--- src/rtl/pls_pkg.sv ---
package pls_pkg;
    localparam int NUM_CMD  = 4;
    localparam int IDX_OFF  = 0;
    localparam int IDX_LOW  = 1;
    localparam int IDX_MED  = 2;
    localparam int IDX_HIGH = 3;

    typedef logic [NUM_CMD-1:0] cmd_vec_t;

    typedef enum logic [1:0] {
        TS_IDLE  = 2'd0,
        TS_WAIT  = 2'd1,
        TS_PULSE = 2'd2
    } tmr_state_e;

    localparam cmd_vec_t MODE_OFF = cmd_vec_t'(1) << IDX_OFF;

    // Precedence among simultaneous commands: off, high, medium, low.
    function automatic cmd_vec_t pick_cmd(input cmd_vec_t v);
        cmd_vec_t r;
        r = '0;
        if (v[IDX_OFF])       r[IDX_OFF]  = 1'b1;
        else if (v[IDX_HIGH]) r[IDX_HIGH] = 1'b1;
        else if (v[IDX_MED])  r[IDX_MED]  = 1'b1;
        else if (v[IDX_LOW])  r[IDX_LOW]  = 1'b1;
        return r;
    endfunction
endpackage

--- src/rtl/pls_cmd_capture.sv ---
module pls_cmd_capture
    import pls_pkg::*;
(
    input  logic     clk,
    input  logic     rst_n,
    input  cmd_vec_t cmd_i,
    output logic     any_rise_o,
    output logic     ovr_o,
    output cmd_vec_t cap_o
);
    typedef struct packed {
        cmd_vec_t prev;
        cmd_vec_t cap;
    } cap_st_t;

    cap_st_t  st_d, st_q;
    cmd_vec_t rise;

    for (genvar g = 0; g < NUM_CMD; g++) begin : g_rise
        assign rise[g] = cmd_i[g] & ~st_q.prev[g];
    end

    always_comb begin
        st_d      = st_q;
        st_d.prev = cmd_i;
        if (|rise) st_d.cap = pick_cmd(cmd_i);
    end

    always_ff @(posedge clk or negedge rst_n) begin
        if (!rst_n) st_q <= '0;
        else        st_q <= st_d;
    end

    assign any_rise_o = |rise;
    // Off rising while another level is still held.
    assign ovr_o      = rise[IDX_OFF] &
                        (cmd_i[IDX_LOW] | cmd_i[IDX_MED] | cmd_i[IDX_HIGH]);
    assign cap_o      = st_q.cap;
endmodule

--- src/rtl/pls_strobe_timer.sv ---
module pls_strobe_timer
    import pls_pkg::*;
#(
    parameter int DELAY_CYC = 20,
    parameter int PULSE_CYC = 10
) (
    input  logic clk,
    input  logic rst_n,
    input  logic any_rise_i,
    input  logic ovr_i,
    input  logic fault_i,
    output logic load_o,
    output logic pulse_o
);
    localparam int MAX_CYC = (DELAY_CYC > PULSE_CYC) ? DELAY_CYC : PULSE_CYC;
    localparam int CNT_W   = $clog2(MAX_CYC + 1);
    localparam logic [CNT_W-1:0] DLY_LD = CNT_W'(DELAY_CYC - 1);
    localparam logic [CNT_W-1:0] PLS_LD = CNT_W'(PULSE_CYC - 1);

    typedef struct packed {
        tmr_state_e       state;
        logic [CNT_W-1:0] cnt;
    } tmr_st_t;

    tmr_st_t st_d, st_q;
    logic    load;

    always_comb begin
        st_d = st_q;
        load = 1'b0;
        if (ovr_i && !fault_i) begin
            st_d.state = TS_PULSE;
            st_d.cnt   = PLS_LD;
            load       = 1'b1;
        end else if (any_rise_i) begin
            st_d.state = TS_WAIT;
            st_d.cnt   = DLY_LD;
        end else begin
            unique case (st_q.state)
                TS_WAIT: begin
                    if (st_q.cnt == '0) begin
                        if (fault_i) begin
                            st_d.state = TS_IDLE;
                        end else begin
                            st_d.state = TS_PULSE;
                            st_d.cnt   = PLS_LD;
                            load       = 1'b1;
                        end
                    end else begin
                        st_d.cnt = st_q.cnt - 1'b1;
                    end
                end
                TS_PULSE: begin
                    if (fault_i || st_q.cnt == '0) st_d.state = TS_IDLE;
                    else                           st_d.cnt   = st_q.cnt - 1'b1;
                end
                default: st_d.state = TS_IDLE;
            endcase
        end
    end

    always_ff @(posedge clk or negedge rst_n) begin
        if (!rst_n) begin
            st_q.state <= TS_IDLE;
            st_q.cnt   <= '0;
        end else begin
            st_q <= st_d;
        end
    end

    assign load_o  = load;
    assign pulse_o = (st_q.state == TS_PULSE);
endmodule

--- src/rtl/pls_mode_reg.sv ---
module pls_mode_reg
    import pls_pkg::*;
(
    input  logic     clk,
    input  logic     rst_n,
    input  logic     load_i,
    input  logic     ovr_i,
    input  cmd_vec_t cap_i,
    output cmd_vec_t mode_o
);
    typedef struct packed {
        cmd_vec_t mode;
    } mode_st_t;

    mode_st_t st_d, st_q;

    always_comb begin
        st_d = st_q;
        if (load_i) st_d.mode = ovr_i ? MODE_OFF : cap_i;
    end

    always_ff @(posedge clk or negedge rst_n) begin
        if (!rst_n) st_q <= '0;
        else        st_q <= st_d;
    end

    assign mode_o = st_q.mode;
endmodule

--- src/rtl/pwr_level_store.sv ---
module pwr_level_store
    import pls_pkg::*;
#(
    parameter int DELAY_CYC    = 20,
    parameter int PULSE_CYC    = 10,
    parameter int N_EXT_STROBE = 2
) (
    input  logic                    clk,
    input  logic                    rst_n,
    input  logic                    cmd_off,
    input  logic                    cmd_low,
    input  logic                    cmd_med,
    input  logic                    cmd_high,
    input  logic                    supply_fault,
    input  logic [N_EXT_STROBE-1:0] ext_strobe,
    output logic [3:0]              mode_q,
    output logic                    off_stored,
    output logic                    chg_pulse_n,
    output logic                    data_strobe
);
    cmd_vec_t cmd_vec, cap, mode;
    logic     any_rise, ovr, load, pulse;

    always_comb begin
        cmd_vec           = '0;
        cmd_vec[IDX_OFF]  = cmd_off;
        cmd_vec[IDX_LOW]  = cmd_low;
        cmd_vec[IDX_MED]  = cmd_med;
        cmd_vec[IDX_HIGH] = cmd_high;
    end

    pls_cmd_capture u_cap (
        .clk        (clk),
        .rst_n      (rst_n),
        .cmd_i      (cmd_vec),
        .any_rise_o (any_rise),
        .ovr_o      (ovr),
        .cap_o      (cap)
    );

    pls_strobe_timer #(
        .DELAY_CYC (DELAY_CYC),
        .PULSE_CYC (PULSE_CYC)
    ) u_tmr (
        .clk        (clk),
        .rst_n      (rst_n),
        .any_rise_i (any_rise),
        .ovr_i      (ovr),
        .fault_i    (supply_fault),
        .load_o     (load),
        .pulse_o    (pulse)
    );

    pls_mode_reg u_mode (
        .clk    (clk),
        .rst_n  (rst_n),
        .load_i (load),
        .ovr_i  (ovr),
        .cap_i  (cap),
        .mode_o (mode)
    );

    assign mode_q      = mode;
    assign off_stored  = mode[IDX_OFF];
    assign chg_pulse_n = ~pulse;
    assign data_strobe = pulse | (|ext_strobe);
endmodule

--- config.mk ---
export PLATFORM = sky130hd
export DESIGN_NAME = pwr_level_store
export DESIGN_NICKNAME = d
export VERILOG_FILES = /design/src/rtl/pls_pkg.sv /design/src/rtl/pls_cmd_capture.sv /design/src/rtl/pls_strobe_timer.sv /design/src/rtl/pls_mode_reg.sv /design/src/rtl/pwr_level_store.sv
export SDC_FILE = /design/constraint.sdc
export NUM_CORES = 1
export LEC_CHECK = 0
export BUFFER_PORTS_ARGS = -buffer_cell sky130_fd_sc_hd__buf_2
export CAP_MARGIN = 20
export CORE_ASPECT_RATIO = 1.2
export CORE_MARGIN = 2
export CORE_UTILIZATION = 30
export DETAILED_ROUTE_END_ITERATION = 16
export PLACE_DENSITY = 0.45
export SLEW_MARGIN = 30
export SYNTH_ARGS = -nofsm -noshare
export SYNTH_HDL_FRONTEND = slang
export SYNTH_SLANG_ARGS = --single-unit
--- constraint.sdc ---
create_clock -name clk -period 4.4 [get_ports clk]
set_clock_uncertainty 0.05 [all_clocks]
set_input_delay 0.22 -clock clk [delete_from_list [all_inputs] [get_ports clk]]
set_output_delay 0.22 -clock clk [all_outputs]
set_load 0.05 [all_outputs]
==> results.tsv <==
metric	value	unit
worst_pin_slew	0.636	ns
hold_buffers	1	
synth_area_leader_cell	dfrtp_1	
drv_cap	0	
antenna_left	0	
ctsResizeCount	0	
yosysWarningCount	0	
num_rows	22	
syn2layout_area_growth	14.6	%
clockBufferDepth	2	
dieArea	0.00376	mm²
ir_worst_vdd	142	µV
wl_per_cell	12.5	µm
start_util	31.7	%
design.core.area	0.00311	mm²
grtUsageTotal	11.0	%
status	completed	
cp-startpoint	u_cap.st_q[4]	
viasPerCell	4.76	
clkPwrFrac	22.2	%
io_pins	16	
p_switching	0.133	mW
seq_power_share	52.0	%
crit_arrival	2.24	ns
syn_inst	92	
drt-total-wl	1.83	mm
die_h	66.8	µm
die_w	56.3	µm
final_nets	122	
period_needed	2.11	ns
hold_path_class	in -> reg	
min-delay-start	cmd_low	
cts_setup_buffers	0	
drive_gt1_share	24.5	%
reg2reg_depth	5	
finalHoldViolations	0	
fin_tns_setup	0	ns
ys_seq_area_share	48.3	%
cts_buffers	3	
max-slew-margin-rel	57.3	%
cts_tree	done	
grt_max_degree	20	
cp-end-kind	register	
min_to	u_cap.st_q[5]	
num_vias	695	
antenna_found_initial	0	
synth_nets	103	
crit_type	reg -> reg	
placement.io_buffers	15	
clock_latency	0.29	ns
n_antenna_cell	0	
htreeDepth	1	
gp_congestion	0.741	
cp_data_required_time	4.53	ns
synth.top_cell.area_share	48.3	%
place_inst	141	
max_freq	474	MHz
synth_seq_cells	19	
netlist-cell-type-count	34	
cts-root-buf	clkbuf_4	
internal_power	0.259	mW
grt_pass1_vias	701	
cts_num_sinks	19	
worstPathMaxFanout	13	
cp-start-kind	register	
total_leakage_power	0.511	nW
setup_viol	0	
clk_transition_reported_paths	0.11	ns
holdPathStages	1	
combPwrFrac	25.8	%
p_per_area	348	mW/mm²
r2r_slack	2.29	ns
worst_r2r_endpoint	u_mode.mode_o[0]	
route.detailed.drc	0	
dp_hpwl	1.41	mm
worstReg2RegStart	u_cap.st_q[4]	
rsz0062_at_grt	false	
syn-mean-instance-area	10.7	µm²
timing.final.crit_share	47.9	%
overflow	0	
first_iter_violations	17	
power_switching_share	33.9	%
drtPass1Iterations	3	
grt_first_pass_wirelength	3.19	mm
synth.area.top_cells	dfrtp_1 (48%), mux2i_1 (4.1%), nand2_1 (3.4%)	
post_synth_instance_area	985	µm²
maxSlewViolCount	0	
stdcell_count	146	
## sequential cells by signal, summed over array words and instances, names as in the netlist
name           flops
u_cap.st_q         4
u_mode.mode_o      4
u_cap.cap_o        4
u_tmr.st_q         7
## worst max-delay path by stage
stage,endpoint,slack [ns],depth (start not counted)
finish,u_mode.mode_o[0],2.29,5
global route,u_mode.mode_o[0],2.14,5
CTS,u_mode.mode_o[0],2.27,5
detailed placement,u_mode.mode_o[0],2.24,6
global placement,u_mode.mode_o[0],2.28,6
floorplan,u_mode.mode_o[0],2.56,6
## cell usage in the layout (no fill, tap or decap), types with 2 or more instances in the layout
cell,netlist,final
a21oi_1,3,3
buf_2,1,15
ha_1,2,2
nand2b_1,5,5
nand2_1,9,9
clkbuf_4,0,3
dfrtp_1,19,19
nor2b_1,5,5
nor3_1,3,3
inv_1,7,7
a31oi_1,2,2
o21ai_0,5,5
nor2_1,6,6
mux2i_1,4,4
## cells in the mapped netlist (all sizes together)
| master | instances |
|---|---|
| nor3b | 1 |
| a21oi | 5 |
| inv | 7 |
| o21bai | 1 |
| nand3 | 1 |
| ha | 2 |
| nor2b | 6 |
| nor2 | 6 |
| or2 | 1 |
| a21boi | 1 |
| a2bb2oi | 1 |
| mux2i | 4 |
| o21ai | 5 |
| dfrtp | 19 |
| nor3 | 4 |
| or3b | 1 |
| nand4b | 1 |
| nor4b | 1 |
| nand2 | 9 |
| a21o | 1 |
| nand2b | 5 |
| or3 | 1 |
| mux2 | 2 |
| a31oi | 2 |
| o22a | 1 |
| nor4 | 1 |
| buf | 2 |
| a22o | 1 |
## power groups by stage
stage	registers, mW	clock network [mW]	logic (mW)
2_1_floorplan	0.228	0	0.0576
3_3_place_gp	0.207	0	0.103
3_5_place_dp	0.208	0	0.102
4_1_cts	0.205	0.0933	0.103
5_1_grt	0.206	0.102	0.112
6_report	0.204	0.0870	0.101
## final cells by class
| class | instances | area [µm²] |
|---|---|---|
| sequential | 19 | 475 |
| inverter | 7 | 26.3 |
| timing repair buffer | 16 | 85.1 |
| fill | 320 | 1980 |
| clock buffer | 4 | 26.3 |
| tap | 36 | 45.0 |
| multi-input combinational | 64 | 470 |
## kinds of logic (layout without fill, tap and decap cells)
logic type	after synthesis	count (layout)	synth area share [%]
AND/OR/NAND/NOR	38	38	26.0
flip-flops	19	19	48.3
AO/OA/AOI/OAI	18	18	12.8
buffers and inverters	9	27	3.94
multiplexers	6	6	6.35
adder cells (fa/ha/maj)	2	2	2.54
## layer usage
layer | routed length [µm] | global-route usage [%] | part of all wire (%)
met1 | 830 | 13.7 | 45
met4 | 17 | 4.46 | 0.93
met5 | 0 | 0 | 0
met2 | 943 | 19.0 | 52
met3 | 39 | 1.75 | 2.1
## through the flow
step	total power, mW	hold WS [ns]	util (%)	instance area, µm²	worst slack, ns
finish	0.392	0.0163	36.3	1130	2.29
global route	0.420	0.00862	36.3	1130	2.14
CTS	0.401	0.00330	36.3	1130	2.27
detailed placement	0.310	0.144	35.1	1090	2.24
global placement	0.311	0.150	35.1	1090	2.28
floorplan	0.285	-0.126	-	985	2.56
## critical path, stage by stage (launching register included)
cell      delay (ns)
dfrtp_1         0.40
nor2b_4         0.06
nor4_4          0.61
nand4b_1        0.25
a21oi_4         0.29
mux2_1          0.34
Note: power is estimated with default switching activity, not from simulation.
